**src/rtl/fm_pkg.sv**
```systemverilog
package fm_pkg;
   localparam int IMG_W      = 16;
   localparam int BIT_OK     = 0;
   localparam int BIT_DRV0   = 1;
   localparam int BIT_THERM  = 12;
   localparam int BIT_SUP_LO = 13;
   localparam int BIT_SUP_HI = 14;
   localparam int BIT_ONE    = 15;
   localparam int NUM_SUP    = 2;

   typedef enum logic {
      SUP_AUTO = 1'b0,
      SUP_HOLD = 1'b1
   } sup_mode_e;
endpackage

```
**src/rtl/fm_sticky_bank.sv**
```systemverilog
module fm_sticky_bank #(
   parameter int W = 11
) (
   input  logic         clk,
   input  logic         rst_n,
   input  logic [W-1:0] set,
   input  logic         clr,
   output logic [W-1:0] q
);
   if (W < 1) begin : g_bad_w
      $error("fm_sticky_bank: W must be at least 1");
   end

   always_ff @(posedge clk or negedge rst_n) begin
      if (!rst_n) q <= '0;
      else        q <= (clr ? '0 : q) | set;
   end

   // without a clear, no set flag drops
   a_r5_sticky_hold: assert property (@(posedge clk) disable iff (!rst_n)
      !clr |=> ((q & $past(q)) == $past(q)));

   // a pulse always leaves its flag set, clear or not
   a_r11_set_wins: assert property (@(posedge clk) disable iff (!rst_n)
      (|set) |=> ((q & $past(set)) == $past(set)));
endmodule

```
**src/rtl/fm_supply_flag.sv**
```systemverilog
module fm_supply_flag
   import fm_pkg::*;
(
   input  logic      clk,
   input  logic      rst_n,
   input  logic      level,
   input  sup_mode_e mode,
   input  logic      clr,
   output logic      flag
);
   always_ff @(posedge clk or negedge rst_n) begin
      if (!rst_n)                flag <= 1'b0;
      else if (mode == SUP_HOLD) flag <= (flag & ~clr) | level;
      else                       flag <= level;
   end

   // in auto mode the flag tracks the live level one edge later
   a_r9_follow: assert property (@(posedge clk) disable iff (!rst_n)
      (mode == SUP_AUTO) |=> (flag == $past(level)));

   // in hold mode a set flag survives until a clear
   a_r8_hold: assert property (@(posedge clk) disable iff (!rst_n)
      (mode == SUP_HOLD && flag && !clr) |=> flag);

   // in hold mode a level still present at a clear keeps the flag
   a_r12_level_wins: assert property (@(posedge clk) disable iff (!rst_n)
      (mode == SUP_HOLD && level) |=> flag);
endmodule

```
**src/rtl/fm_image_pack.sv**
```systemverilog
module fm_image_pack
   import fm_pkg::*;
#(
   parameter int NUM_DRV = 11
) (
   input  logic [NUM_DRV-1:0] oc,
   input  logic [NUM_DRV-1:0] ol,
   input  logic               tsd,
   input  logic               twarn,
   input  logic               cp_off,
   input  logic               uv,
   input  logic               ov,
   output logic [IMG_W-1:0]   img0,
   output logic [IMG_W-1:0]   img1
);
   localparam int FLAG_BITS = BIT_SUP_HI - BIT_OK;

   logic [FLAG_BITS-1:0] body0, body1;
   logic                 none;

   always_comb begin
      body0 = '0;
      body1 = '0;
      for (int i = 0; i < NUM_DRV; i++) begin
         body0[BIT_DRV0 + i - 1] = oc[i];
         body1[BIT_DRV0 + i - 1] = ol[i];
      end
      body0[BIT_THERM  - 1] = tsd;
      body0[BIT_SUP_LO - 1] = uv;
      body0[BIT_SUP_HI - 1] = ov;
      body1[BIT_THERM  - 1] = twarn;
      body1[BIT_SUP_LO - 1] = cp_off;
      body1[BIT_SUP_HI - 1] = 1'b0;
      none = ~(|body0 | |body1);
      img0 = {1'b1, body0, none};
      img1 = {1'b1, body1, none};
   end
endmodule

```
**src/rtl/fault_status_mgr.sv**
```systemverilog
module fault_status_mgr
   import fm_pkg::*;
#(
   parameter int NUM_DRV = 11
) (
   input  logic               clk,
   input  logic               rst_n,
   input  logic [NUM_DRV-1:0] oc_evt,
   input  logic [NUM_DRV-1:0] ol_evt,
   input  logic               tsd_evt,
   input  logic               twarn_evt,
   input  logic               cp_off_evt,
   input  logic               sup_uv,
   input  logic               sup_ov,
   input  logic               lockout_cmd,
   input  logic               clear_cmd,
   input  logic               frame_commit,
   output logic [15:0]        stat0,
   output logic [15:0]        stat1,
   output logic [NUM_DRV-1:0] drv_off,
   output logic               all_off
);
   localparam int MISC_W = 3;

   if (NUM_DRV != BIT_THERM - BIT_DRV0) begin : g_bad_drv
      $error("fault_status_mgr: NUM_DRV must fill image bits 1 to 11");
   end
   if (IMG_W != 16) begin : g_bad_img
      $error("fault_status_mgr: image width must be 16");
   end

   logic               clr_now;
   logic [NUM_DRV-1:0] oc_q, ol_q;
   logic [MISC_W-1:0]  misc_q;
   logic [NUM_SUP-1:0] sup_lvl, sup_q;
   sup_mode_e          sup_mode;

   assign clr_now  = frame_commit & clear_cmd;
   assign sup_mode = lockout_cmd ? SUP_HOLD : SUP_AUTO;
   assign sup_lvl  = {sup_ov, sup_uv};

   fm_sticky_bank #(.W(NUM_DRV)) u_oc (
      .clk(clk), .rst_n(rst_n), .set(oc_evt), .clr(clr_now), .q(oc_q));

   fm_sticky_bank #(.W(NUM_DRV)) u_ol (
      .clk(clk), .rst_n(rst_n), .set(ol_evt), .clr(clr_now), .q(ol_q));

   fm_sticky_bank #(.W(MISC_W)) u_misc (
      .clk(clk), .rst_n(rst_n), .set({cp_off_evt, twarn_evt, tsd_evt}),
      .clr(clr_now), .q(misc_q));

   for (genvar k = 0; k < NUM_SUP; k++) begin : g_sup
      fm_supply_flag u_flag (
         .clk(clk), .rst_n(rst_n), .level(sup_lvl[k]), .mode(sup_mode),
         .clr(clr_now), .flag(sup_q[k]));
   end

   fm_image_pack #(.NUM_DRV(NUM_DRV)) u_pack (
      .oc(oc_q), .ol(ol_q), .tsd(misc_q[0]), .twarn(misc_q[1]),
      .cp_off(misc_q[2]), .uv(sup_q[0]), .ov(sup_q[1]),
      .img0(stat0), .img1(stat1));

   assign drv_off = oc_q;
   assign all_off = misc_q[0] | (|sup_q);

   // a thermal shutdown pulse turns all drivers off at the next edge
   a_r7_tsd_off: assert property (@(posedge clk) disable iff (!rst_n)
      tsd_evt |=> all_off);

   // an overcurrent pulse disables its own driver
   a_r6_oc_off: assert property (@(posedge clk) disable iff (!rst_n)
      (|oc_evt) |=> ((drv_off & $past(oc_evt)) == $past(oc_evt)));

   // a clear with no new overcurrent frees every driver
   a_r10_clear: assert property (@(posedge clk) disable iff (!rst_n)
      (frame_commit && clear_cmd && oc_evt == '0) |=> (drv_off == '0));

   // summary bits of both images agree
   a_r4_summary_match: assert property (@(posedge clk) disable iff (!rst_n)
      stat0[0] == stat1[0]);
endmodule

```
**config.mk**
```make
export PLATFORM = sky130hd
export DESIGN_NAME = fault_status_mgr
export DESIGN_NICKNAME = d
export VERILOG_FILES = /design/src/rtl/fm_pkg.sv /design/src/rtl/fm_sticky_bank.sv /design/src/rtl/fm_supply_flag.sv /design/src/rtl/fm_image_pack.sv /design/src/rtl/fault_status_mgr.sv
export SDC_FILE = /design/constraint.sdc
export NUM_CORES = 1
export LEC_CHECK = 0
export BUFFER_PORTS_ARGS = -buffer_cell sky130_fd_sc_hd__buf_2
export CAP_MARGIN = 0
export CORE_MARGIN = 4
export CORE_UTILIZATION = 44
export DETAILED_ROUTE_END_ITERATION = 8
export PLACE_DENSITY = 0.84
export SLEW_MARGIN = 5
export SYNTH_ARGS = -nofsm -noshare
export SYNTH_HDL_FRONTEND = slang
export SYNTH_SLANG_ARGS = --single-unit
```
**constraint.sdc**
```tcl
create_clock -name clk -period 3.92 [get_ports clk]
set_clock_uncertainty 0.2 [all_clocks]
set_input_delay 0.392 -clock clk [delete_from_list [all_inputs] [get_ports clk]]
set_output_delay 0.392 -clock clk [all_outputs]
set_load 0.01 [all_outputs]
```
==> flow_results.xml, run 1 <==
<?xml version="1.0" encoding="UTF-8"?>
<metrics>
  <group name="detailed_routing">
    <metric name="num_vias" unit="">860</metric>
    <metric name="drt-vias-per-instance" unit="">4.914</metric>
    <metric name="initial_drc_count" unit="">34</metric>
    <metric name="wirelength" unit="um">2369</metric>
    <metric name="postRouteAntennaNets" unit="">0</metric>
    <metric name="drc_errors" unit="">0</metric>
    <metric name="routedWlPerCell" unit="um">13.54</metric>
    <metric name="drt_pre_antenna_iters" unit="">4</metric>
  </group>
  <group name="global_routing">
    <metric name="grt_use_total" unit="%">13.93</metric>
    <metric name="met3_usage_in_global_routing" unit="%">3.070</metric>
    <metric name="global_route.peak_usage_layer" unit="">met2</metric>
    <metric name="grt_pass1_vias" unit="">845</metric>
    <metric name="globalRouteOverflowTotal" unit="">0</metric>
    <metric name="antenna_found_initial" unit="">0</metric>
    <metric name="groute.layer.met2.usage" unit="%">24.56</metric>
    <metric name="grt_use_met1" unit="%">18.03</metric>
    <metric name="grt_pass1_wl" unit="um">3719</metric>
    <metric name="largest_net_degree_at_the_start_of_global_routing" unit="">28</metric>
  </group>
  <group name="floorplanning">
    <metric name="ports_placed_on_the_boundary" unit="">76</metric>
    <metric name="placeableCoreArea" unit="mm^2">0.002455</metric>
    <metric name="effective_utilization_at_floorplan" unit="%">46.08</metric>
    <metric name="placement_rows" unit="">18</metric>
    <metric name="chipHeight" unit="um">58.70</metric>
    <metric name="floorplan.die_area" unit="mm^2">0.003446</metric>
    <metric name="die_w" unit="um">58.70</metric>
  </group>
  <group name="setup_path">
    <metric name="crit_type" unit="">flop to output pin</metric>
    <metric name="crit_required" unit="ps">3330</metric>
    <metric name="type_of_element_capturing_the_critical_path" unit="">output pin</metric>
    <metric name="worst-endpoint-arrival" unit="ps">1610</metric>
    <metric name="crit_chain" unit="">nor4_1 -&gt; nand4_1 -&gt; nor3_2 -&gt; buf_2</metric>
    <metric name="worst_path_largest_cell_delay" unit="ps">430</metric>
    <metric name="slowest_stage_cell_on_the_critical_path" unit="">sky130_fd_sc_hd__dfrtp_1</metric>
    <metric name="crit_path_start_kind" unit="">flop</metric>
    <metric name="cp_max_fo" unit="">3</metric>
  </group>
  <group name="final_layout">
    <metric name="fillers" unit="">236</metric>
    <metric name="layout-drive-gt1-share" unit="%">54.48</metric>
    <metric name="finalNetCount" unit="">178</metric>
    <metric name="layout.cells.non_filler" unit="">175</metric>
    <metric name="area_delta_synth_final" unit="%">24.23</metric>
    <metric name="num_antenna_cells" unit="">0</metric>
  </group>
  <group name="synthesis">
    <metric name="yosys-top-cells-area" unit="">sky130_fd_sc_hd__dfrtp_1, sky130_fd_sc_hd__a21o_1, sky130_fd_sc_hd__buf_4</metric>
    <metric name="post_synthesis_register_bit_count" unit="">27</metric>
    <metric name="sequential_to_total_area_share_from_yosys_stat" unit="%">59.73</metric>
    <metric name="synth_area_per_cell" unit="um^2">12.57</metric>
    <metric name="synth_largest_area_cell" unit="">sky130_fd_sc_hd__dfrtp_1</metric>
    <metric name="yosysWarnings" unit="">0</metric>
    <metric name="syn_inst" unit="">90</metric>
    <metric name="post_synth_num_cell_types" unit="">12</metric>
    <metric name="synth_largest_type_area_fraction" unit="%">59.73</metric>
    <metric name="synth.cell_area" unit="mm^2">0.001131</metric>
  </group>
  <group name="clocking">
    <metric name="clock-root-buffer" unit="">sky130_fd_sc_hd__clkbuf_4</metric>
    <metric name="postCtsSetupRepairBufs" unit="">0</metric>
    <metric name="worst_setup_hold_path_clk_slew" unit="ps">160</metric>
    <metric name="tritoncts" unit="">built</metric>
    <metric name="ctsLongestPathBuffers" unit="">2</metric>
    <metric name="clock_insertion_delay_at_the_later_pin_of_the_skew_report" unit="ps">300</metric>
    <metric name="htree_levels" unit="">1</metric>
    <metric name="clock_sink_count" unit="">27</metric>
    <metric name="cts_made_buffers" unit="">3</metric>
  </group>
  <group name="timing">
    <metric name="worst-slew-pin-transition" unit="ps">576.4</metric>
    <metric name="unrepaired_setup_endpoints_after_global_routing" unit="">false</metric>
    <metric name="finalCritPeriodShare" unit="%">56.25</metric>
    <metric name="relative_max_transition_margin" unit="%">61.57</metric>
    <metric name="timing_hold_violations_final" unit="">0</metric>
    <metric name="finalMaxSlewViolations" unit="">0</metric>
    <metric name="final.setup.worst_slack" unit="ps">1715</metric>
    <metric name="totalNegativeSetupSlack" unit="ps">0</metric>
    <metric name="final-setup-viol-count" unit="">0</metric>
    <metric name="layout_min_cycle_time" unit="ps">2205</metric>
    <metric name="clock.fmax" unit="MHz">453.5</metric>
  </group>
  <group name="power_and_ir_drop">
    <metric name="irDropWorstVdd" unit="uV">260.0</metric>
    <metric name="power_per_cell_area" unit="mW/mm^2">366.9</metric>
    <metric name="power.static_leakage" unit="nW">0.6607</metric>
  </group>
  <group name="flow_run">
    <metric name="max_cap_viol_count" unit="">0</metric>
  </group>
  <group name="min_path">
    <metric name="worstHoldPathType" unit="">input pin to flop</metric>
  </group>
  <group name="placed_design">
    <metric name="pre_cts_slack" unit="ps">2066</metric>
    <metric name="post-place-cells" unit="">170</metric>
    <metric name="gpl.final_weighted_congestion" unit="">0.6872</metric>
    <metric name="place.port_buffers" unit="">72</metric>
  </group>
  <group name="run_status">
    <metric name="outcome" unit="">finished clean</metric>
  </group>
</metrics>
## metrics by stage
step                hold WS [ps]  power (mW)  instance area (um^2)  util, %
CTS                        21.81      0.5223                  1405    57.24
global route               12.90      0.5467                  1405    57.24
floorplan                 -103.6      0.3677                  1135        -
global placement           215.2      0.3990                  1365    55.61
finish                     24.86      0.5155                  1405    57.24
detailed placement         233.0      0.4027                  1365    55.61
## worst paths after layout
kind                                      start                   end  slack (ps)  cells after the start
setup reg to reg           g_sup[0].u_flag.flag  g_sup[0].u_flag.flag        3030                      1
setup / recovery                      u_ol.q[1]              stat0[0]        1720                      4
min in group asynchronous                 rst_n             u_oc.q[6]         390                      2
hold / removal                        ol_evt[8]             u_ol.q[8]          20                      2
max in group asynchronous                 rst_n             u_oc.q[4]        2730                      2
hold reg to reg                       u_ol.q[9]             u_ol.q[9]         320                      1
## worst max-delay path, delay by kind of cell, from the launching register on
family / cells / cell delay [ps]
buffers and inverters: 1 / 160
flip-flops: 1 / 430
AND/OR/NAND/NOR: 3 / 700
## placed cells by master (no fill, tap or decap)
| master | count |
|---|---|
| sky130_fd_sc_hd__clkinvlp_4 | 1 |
| sky130_fd_sc_hd__or3_4 | 1 |
| sky130_fd_sc_hd__nand2_1 | 1 |
| sky130_fd_sc_hd__nor4_1 | 6 |
| sky130_fd_sc_hd__nor3_2 | 1 |
| sky130_fd_sc_hd__conb_1 | 3 |
| sky130_fd_sc_hd__nand4_1 | 1 |
| sky130_fd_sc_hd__nand2_2 | 1 |
| sky130_fd_sc_hd__dfrtp_1 | 27 |
| sky130_fd_sc_hd__a31o_1 | 2 |
| sky130_fd_sc_hd__dlygate4sd3_1 | 1 |
| sky130_fd_sc_hd__a21o_1 | 25 |
| sky130_fd_sc_hd__buf_2 | 72 |
| sky130_fd_sc_hd__clkbuf_4 | 3 |
## synth_stat cells, drive strengths merged
| cell | count |
|---|---|
| conb | 2 |
| or3 | 1 |
| nand4 | 1 |
| a31o | 2 |
| nand2 | 2 |
| nor3 | 1 |
| nor4 | 6 |
| dfrtp | 27 |
| a21o | 25 |
| buf | 23 |
## repair_timing
item / in CTS / in global routing
resized for setup: 0 / 0
hold buffers: 1 / 0
hold endpoints to repair: 27 / 0
## cell families after synthesis
group,Yosys count,synth area share (%)
compound gates,27,18.14
flops,27,59.73
buf+inv,23,14.82
simple gates,11,6.638
other cells,2,0.6640
## flip-flops by register name (all words and copies together) (netlist names)
register           cells
u_misc.q               3
g_sup.u_flag.flag      2
u_oc.q                11
u_ol.q                11
## area by class of cell
cell class              count  area (um^2)  area share, %
flip-flops and latches     27        675.6          48.09
repair buffers             73        370.4          26.36
multi-input cells          41        291.5          20.75
well taps                  30        37.54          2.671
clock buffers               3        22.52          1.603
clock inverters             1        7.507         0.5343
## power breakdown
part | internal (mW) | leakage, nW | switching (mW)
logic | 0.0408 | 0.374 | 0.0424
registers | 0.297 | 0.272 | 0.0152
clock network | 0.0389 | 0.0139 | 0.0814
## metal layers
metal | up-vias | wire [um] | part of all wire [%]
met1 | 409 | 900 | 38
met2 | 44 | 1188 | 50
met3 | 2 | 265 | 11
met4 | 0 | 15 | 0.63
met5 | - | 0 | 0
li1 | 405 | - | -
(Power assumes the default switching activity.)
==> run 2, diff against run 1 <==
- ABC_AREA: unset -> 1
- CORE_UTILIZATION: 44 -> 37
- PLACE_DENSITY: 0.84 -> 0.74
- clock period: 3.92 -> 1.9 ns (I/O delays scaled with it)
==> flow_results.xml, run 2 <==
<?xml version="1.0" encoding="UTF-8"?>
<metrics>
  <group name="synthesis">
    <metric name="synth_edf_count" unit="">0</metric>
    <metric name="most_common_library_cells_after_synthesis" unit="">sky130_fd_sc_hd__dfrtp_1, sky130_fd_sc_hd__buf_4, sky130_fd_sc_hd__a21o_1</metric>
    <metric name="syn_inst" unit="">106</metric>
    <metric name="sequential_to_total_area_share_from_yosys_stat" unit="%">57.02</metric>
    <metric name="synth_most_common_cell" unit="">sky130_fd_sc_hd__dfrtp_1</metric>
    <metric name="synth_largest_area_cell" unit="">sky130_fd_sc_hd__dfrtp_1</metric>
    <metric name="synth_area_per_cell" unit="um^2">11.18</metric>
    <metric name="yosysWarnings" unit="">0</metric>
    <metric name="synth_largest_type_area_fraction" unit="%">57.02</metric>
    <metric name="post_synth_num_cell_types" unit="">12</metric>
    <metric name="yosys-top-cells-area" unit="">sky130_fd_sc_hd__dfrtp_1, sky130_fd_sc_hd__buf_4, sky130_fd_sc_hd__a21o_1</metric>
    <metric name="synth.cell_area" unit="mm^2">0.001185</metric>
    <metric name="synth-async-reset-ratio" unit="%">100.0</metric>
    <metric name="post_synthesis_register_bit_count" unit="">27</metric>
    <metric name="synth_top_flop_cell" unit="">sky130_fd_sc_hd__dfrtp_1</metric>
  </group>
  <group name="clocking">
    <metric name="tritoncts" unit="">built</metric>
    <metric name="clock_insertion_delay_at_the_later_pin_of_the_skew_report" unit="ps">310</metric>
    <metric name="ctsLongestPathBuffers" unit="">2</metric>
    <metric name="clock-root-buffer" unit="">sky130_fd_sc_hd__clkbuf_4</metric>
    <metric name="postCtsSetupRepairBufs" unit="">0</metric>
    <metric name="cts_made_buffers" unit="">3</metric>
    <metric name="htree_levels" unit="">1</metric>
    <metric name="clock_sink_count" unit="">27</metric>
    <metric name="worst_setup_hold_path_clk_slew" unit="ps">140</metric>
  </group>
  <group name="final_layout">
    <metric name="area_delta_synth_final" unit="%">47.84</metric>
    <metric name="multi_input_area" unit="um^2">329.1</metric>
    <metric name="postLayoutCoreUtil" unit="%">57.38</metric>
    <metric name="layout.cells.non_filler" unit="">234</metric>
    <metric name="fillers" unit="">279</metric>
    <metric name="largest_registers" unit="">u_oc.q x11, u_ol.q x11, u_misc.q x3</metric>
    <metric name="num_antenna_cells" unit="">0</metric>
    <metric name="layout.cells.most_common_list" unit="">sky130_fd_sc_hd__buf_2, sky130_fd_sc_hd__dlygate4sd3_1, sky130_fd_sc_hd__dfrtp_1</metric>
    <metric name="layout-drive-gt1-share" unit="%">44.21</metric>
    <metric name="area.sequential" unit="um^2">675.6</metric>
    <metric name="mostFrequentLayoutCell" unit="">sky130_fd_sc_hd__buf_2</metric>
    <metric name="finalNetCount" unit="">223</metric>
  </group>
  <group name="timing">
    <metric name="relative_max_transition_margin" unit="%">60.91</metric>
    <metric name="finalCritPeriodShare" unit="%">94.11</metric>
    <metric name="clock.fmax" unit="MHz">559.3</metric>
    <metric name="timing.hold.ws" unit="ps">177.8</metric>
    <metric name="final-setup-viol-count" unit="">0</metric>
    <metric name="unrepaired_setup_endpoints_after_global_routing" unit="">false</metric>
    <metric name="worst-slew-pin-transition" unit="ps">586.4</metric>
    <metric name="layout_min_cycle_time" unit="ps">1788</metric>
    <metric name="totalNegativeSetupSlack" unit="ps">0</metric>
    <metric name="finalMaxSlewViolations" unit="">0</metric>
    <metric name="timing_hold_violations_final" unit="">0</metric>
  </group>
  <group name="global_routing">
    <metric name="antenna_found_initial" unit="">0</metric>
    <metric name="grt_pass1_wl" unit="um">5133</metric>
    <metric name="grt_use_total" unit="%">15.99</metric>
    <metric name="globalRouteOverflowTotal" unit="">0</metric>
    <metric name="largest_net_degree_at_the_start_of_global_routing" unit="">28</metric>
    <metric name="grt_pass1_vias" unit="">1099</metric>
  </group>
  <group name="placed_design">
    <metric name="dp_hpwl" unit="um">1983</metric>
    <metric name="place.port_buffers" unit="">72</metric>
    <metric name="gpl.final_weighted_congestion" unit="">0.6378</metric>
    <metric name="post-place-cells" unit="">200</metric>
  </group>
  <group name="min_path">
    <metric name="worstHoldPathType" unit="">input pin to flop</metric>
  </group>
  <group name="setup_path">
    <metric name="timing.critical_path.from" unit="">g_sup[1].u_flag.flag</metric>
    <metric name="worst_path_largest_cell_delay" unit="ps">420</metric>
    <metric name="crit_required" unit="ps">1510</metric>
    <metric name="type_of_element_capturing_the_critical_path" unit="">output pin</metric>
    <metric name="cp_max_fo" unit="">3</metric>
    <metric name="r2r.worst_path.cells" unit="">2</metric>
    <metric name="worst-endpoint-arrival" unit="ps">1400</metric>
    <metric name="worstReg2RegStart" unit="">g_sup[0].u_flag.flag</metric>
    <metric name="r2r_slack" unit="ps">390</metric>
    <metric name="timing.critical_path.to" unit="">stat0[0]</metric>
    <metric name="rr_endpoint" unit="">g_sup[0].u_flag.flag</metric>
    <metric name="crit_chain" unit="">nor3_1 -&gt; nand2_1 -&gt; nor2_1 -&gt; buf_2</metric>
    <metric name="crit_path_start_kind" unit="">flop</metric>
    <metric name="slowest_stage_cell_on_the_critical_path" unit="">sky130_fd_sc_hd__dfrtp_1</metric>
    <metric name="crit_type" unit="">flop to output pin</metric>
  </group>
  <group name="power_and_ir_drop">
    <metric name="power.static_leakage" unit="nW">0.8049</metric>
    <metric name="irDropWorstVdd" unit="uV">231.1</metric>
    <metric name="total_chip_power" unit="mW">1.114</metric>
    <metric name="power_per_cell_area" unit="mW/mm^2">635.9</metric>
  </group>
  <group name="detailed_routing">
    <metric name="routedWlPerCell" unit="um">13.14</metric>
    <metric name="postRouteAntennaNets" unit="">0</metric>
    <metric name="num_vias" unit="">1025</metric>
    <metric name="initial_drc_count" unit="">28</metric>
    <metric name="wirelength" unit="um">3075</metric>
    <metric name="drt_pre_antenna_iters" unit="">4</metric>
    <metric name="drt-vias-per-instance" unit="">4.380</metric>
    <metric name="drc_errors" unit="">0</metric>
  </group>
  <group name="floorplanning">
    <metric name="effective_utilization_at_floorplan" unit="%">38.81</metric>
    <metric name="chipHeight" unit="um">64.59</metric>
    <metric name="placement_rows" unit="">20</metric>
    <metric name="floorplan.die_area" unit="mm^2">0.004172</metric>
    <metric name="ports_placed_on_the_boundary" unit="">76</metric>
    <metric name="die_w" unit="um">64.59</metric>
    <metric name="placeableCoreArea" unit="mm^2">0.003053</metric>
  </group>
  <group name="run_status">
    <metric name="outcome" unit="">finished clean</metric>
  </group>
  <group name="flow_run">
    <metric name="max_cap_viol_count" unit="">0</metric>
  </group>
</metrics>
-- run 2: cell count changes after synthesis, moves of 5 or more --
cell                      change
sky130_fd_sc_hd__nand2_1      +7
sky130_fd_sc_hd__a21o_2       +5
sky130_fd_sc_hd__nor4_1       -6
sky130_fd_sc_hd__a21o_1       -5
sky130_fd_sc_hd__nor2_1      +16
-- run 2: critical path, delay by kind of cell (launching register included) --
kind                   cells  cell delay [ps]
and+or+nand+nor            3              510
buffers and inverters      1              150
DFF                        1              420
-- run 2: how the worst min path moves through the flow --
stage	from	to	slack, ps	cells past startpoint
after floorplan	rst_n	g_sup[0].u_flag.flag	-310	0
after global placement	rst_n	u_misc.q[2]	9	1
after detailed placement	rst_n	u_oc.q[10]	20	1
after CTS	clear_cmd	u_oc.q[9]	170	3
after global routing	clear_cmd	u_ol.q[4]	190	3
final	clear_cmd	u_ol.q[7]	180	3
-- run 2: kinds of logic after synthesis --
logic type             share of synthesized area, %
AOI/OAI and AO/OA                             17.85
DFF                                           57.02
and+or+nand+nor                               8.976
buffers and inverters                         15.52
other                                        0.6338
-- run 2: timing repair --
action	in CTS	in global routing
endpoints found under the hold margin	54	0
resized for setup	0	0
hold buffers	30	0
-- run 2: layer usage --
metal	vias to the layer above	part of all wire [%]	GRT usage (%)
met3	4	8.9	3.640
met1	483	36	15.93
met4	0	1.5	6.332
met2	45	54	31.44
li1	493	-	-
met5	-	0	0
-- run 2: layout make-up --
| cell class | instances | area share, % |
|---|---|---|
| inverters | 1 | 0.2143 |
| repair buffers | 102 | 37.71 |
| clock inverters | 1 | 0.2857 |
| clock buffers | 3 | 1.286 |
| flip-flops and latches | 27 | 38.57 |
| multi-input cells | 56 | 18.79 |
| well taps | 44 | 3.143 |
-- run 2: power by group --
part | internal, mW | switching (mW) | leakage (nW)
clock | 0.0787 | 0.160 | 0.0177
sequential | 0.613 | 0.0311 | 0.272
combinational | 0.128 | 0.103 | 0.515
-- run 2: through the flow --
stage               setup WS, ps  area, um^2
floorplan                  561.1        1189
global placement           496.3        1424
detailed placement         478.5        1424
CTS                        101.8        1752
global route               4.357        1752
finish                     111.9        1752
==> run 3, diff against run 2 <==
- RECOVER_POWER: unset -> 100
==> flow_results.xml, run 3 (synthesis gave the netlist of run 2 again) <==
<?xml version="1.0" encoding="UTF-8"?>
<metrics>
  <group name="final_layout">
    <metric name="layout-drive-gt1-share" unit="%">23.68</metric>
    <metric name="num_antenna_cells" unit="">0</metric>
    <metric name="largest_registers" unit="">u_oc.q x11, u_ol.q x11, u_misc.q x3</metric>
    <metric name="layout.cells.most_common_list" unit="">sky130_fd_sc_hd__clkbuf_1, sky130_fd_sc_hd__buf_2, sky130_fd_sc_hd__dlygate4sd3_1</metric>
    <metric name="post-route-cell-area" unit="mm^2">0.001703</metric>
    <metric name="area_delta_synth_final" unit="%">43.72</metric>
    <metric name="mostFrequentLayoutCell" unit="">sky130_fd_sc_hd__clkbuf_1</metric>
    <metric name="finalNetCount" unit="">223</metric>
  </group>
  <group name="min_path">
    <metric name="worstHoldPathType" unit="">input pin to flop</metric>
  </group>
  <group name="setup_path">
    <metric name="r2r_slack" unit="ps">390</metric>
    <metric name="worstReg2RegStart" unit="">g_sup[0].u_flag.flag</metric>
    <metric name="timing.critical_path.to" unit="">stat0[0]</metric>
    <metric name="type_of_element_capturing_the_critical_path" unit="">output pin</metric>
    <metric name="crit_required" unit="ps">1510</metric>
    <metric name="timing.critical_path.from" unit="">g_sup[1].u_flag.flag</metric>
    <metric name="worst_path_largest_cell_delay" unit="ps">430</metric>
    <metric name="crit_chain" unit="">nor3_1 -&gt; nand2_1 -&gt; nor2_1 -&gt; buf_2</metric>
    <metric name="r2r.worst_path.cells" unit="">2</metric>
    <metric name="slowest_stage_cell_on_the_critical_path" unit="">sky130_fd_sc_hd__dfrtp_1</metric>
    <metric name="crit_type" unit="">flop to output pin</metric>
    <metric name="worst-endpoint-arrival" unit="ps">1400</metric>
    <metric name="cp_max_fo" unit="">3</metric>
    <metric name="crit_path_start_kind" unit="">flop</metric>
    <metric name="rr_endpoint" unit="">g_sup[0].u_flag.flag</metric>
  </group>
  <group name="clocking">
    <metric name="cts_repair_resize_count" unit="">0</metric>
    <metric name="htree_levels" unit="">1</metric>
    <metric name="worst_setup_hold_path_clk_slew" unit="ps">140</metric>
    <metric name="clock_insertion_delay_at_the_later_pin_of_the_skew_report" unit="ps">310</metric>
    <metric name="clock_sink_count" unit="">27</metric>
    <metric name="cts_made_buffers" unit="">3</metric>
    <metric name="clock-root-buffer" unit="">sky130_fd_sc_hd__clkbuf_4</metric>
    <metric name="ctsLongestPathBuffers" unit="">2</metric>
    <metric name="tritoncts" unit="">built</metric>
  </group>
  <group name="power_and_ir_drop">
    <metric name="irDropWorstVdd" unit="uV">228.9</metric>
    <metric name="power.static_leakage" unit="nW">0.7354</metric>
    <metric name="power_per_cell_area" unit="mW/mm^2">647.3</metric>
  </group>
  <group name="global_routing">
    <metric name="grt_pass1_wl" unit="um">5133</metric>
    <metric name="largest_net_degree_at_the_start_of_global_routing" unit="">28</metric>
    <metric name="grt_pass1_vias" unit="">1099</metric>
    <metric name="grt_use_total" unit="%">15.99</metric>
    <metric name="antenna_found_initial" unit="">0</metric>
    <metric name="globalRouteOverflowTotal" unit="">0</metric>
  </group>
  <group name="timing">
    <metric name="clock.fmax" unit="MHz">559.3</metric>
    <metric name="layout_min_cycle_time" unit="ps">1788</metric>
    <metric name="timing_hold_violations_final" unit="">0</metric>
    <metric name="relative_max_transition_margin" unit="%">56.37</metric>
    <metric name="totalNegativeSetupSlack" unit="ps">0</metric>
    <metric name="unrepaired_setup_endpoints_after_global_routing" unit="">false</metric>
    <metric name="final-setup-viol-count" unit="">0</metric>
    <metric name="finalMaxSlewViolations" unit="">0</metric>
    <metric name="finalCritPeriodShare" unit="%">94.10</metric>
    <metric name="worst-slew-pin-transition" unit="ps">654.4</metric>
  </group>
  <group name="floorplanning">
    <metric name="die_w" unit="um">64.59</metric>
    <metric name="effective_utilization_at_floorplan" unit="%">38.81</metric>
    <metric name="placement_rows" unit="">20</metric>
    <metric name="placeableCoreArea" unit="mm^2">0.003053</metric>
    <metric name="floorplan.die_area" unit="mm^2">0.004172</metric>
    <metric name="ports_placed_on_the_boundary" unit="">76</metric>
    <metric name="chipHeight" unit="um">64.59</metric>
  </group>
  <group name="placed_design">
    <metric name="place.port_buffers" unit="">72</metric>
    <metric name="placed_cell_area" unit="mm^2">0.001424</metric>
    <metric name="dp_hpwl" unit="um">1983</metric>
    <metric name="gpl.final_weighted_congestion" unit="">0.6378</metric>
  </group>
  <group name="detailed_routing">
    <metric name="drt-vias-per-instance" unit="">4.355</metric>
    <metric name="drc_errors" unit="">0</metric>
    <metric name="wirelength" unit="um">3116</metric>
    <metric name="routedWlPerCell" unit="um">13.32</metric>
    <metric name="postRouteAntennaNets" unit="">0</metric>
    <metric name="initial_drc_count" unit="">24</metric>
    <metric name="drt_pre_antenna_iters" unit="">4</metric>
    <metric name="num_vias" unit="">1019</metric>
  </group>
  <group name="run_status">
    <metric name="outcome" unit="">finished clean</metric>
  </group>
  <group name="flow_run">
    <metric name="max_cap_viol_count" unit="">0</metric>
  </group>
</metrics>
-- run 3: cell type report --
class	instances	area [um^2]
Clock buffer	3	22.52
Clock inverter	1	5.005
Fill cell	301	1350
Inverter	1	3.754
Multi-Input combinational cell	56	329.1
Sequential cell	27	675.6
Tap cell	44	55.05
Timing Repair Buffer	102	611.8
-- run 3: power breakdown --
group	total, mW	switching [mW]	internal, mW
clock network	0.240	0.161	0.0787
logic	0.217	0.104	0.113
registers	0.646	0.0330	0.613
-- run 3: routing by layer --
metal  track usage [%]  routed length [um]  vias to the layer above
met5                 0                   0                        -
met4             6.332                  47                        0
met3             3.640                 262                        4
met2             31.44                1659                       43
met1             15.93                1147                      475
li1                  -                   -                      497
-- run 3: worst min path at each step --
stage	start	endpoint	slack (ps)	cells after the start
floorplan	rst_n	g_sup[0].u_flag.flag	-310	0
global placement	rst_n	u_misc.q[2]	9	1
detailed placement	rst_n	u_oc.q[10]	20	1
CTS	clear_cmd	u_oc.q[9]	170	3
global route	clear_cmd	u_ol.q[4]	190	3
finish	clear_cmd	u_ol.q[7]	180	3
-- run 3: critical path, delay by kind of cell, from the launching register on --
kind,cells,cell delay [ps]
and+or+nand+nor,3,510
DFF,1,430
buffers and inverters,1,150
-- run 3: timing repair --
action | in CTS | in global routing
hold buffers | 30 | 0
buffers inserted | 0 | 0
endpoints found under the hold margin | 54 | 0
-- run 3: stage by stage --
stage               util (%)  hold WS, ps  instances  worst slack [ps]  power (mW)
floorplan                  -       -305.6        107             561.1      0.7662
global placement       46.64        9.452        200             496.3      0.8287
detailed placement     46.64        23.28        200             478.5      0.8359
CTS                    57.38        168.0        234             101.8       1.126
global route           55.78        190.0        234             3.165       1.158
finish                 55.78        175.0        234             112.0       1.102
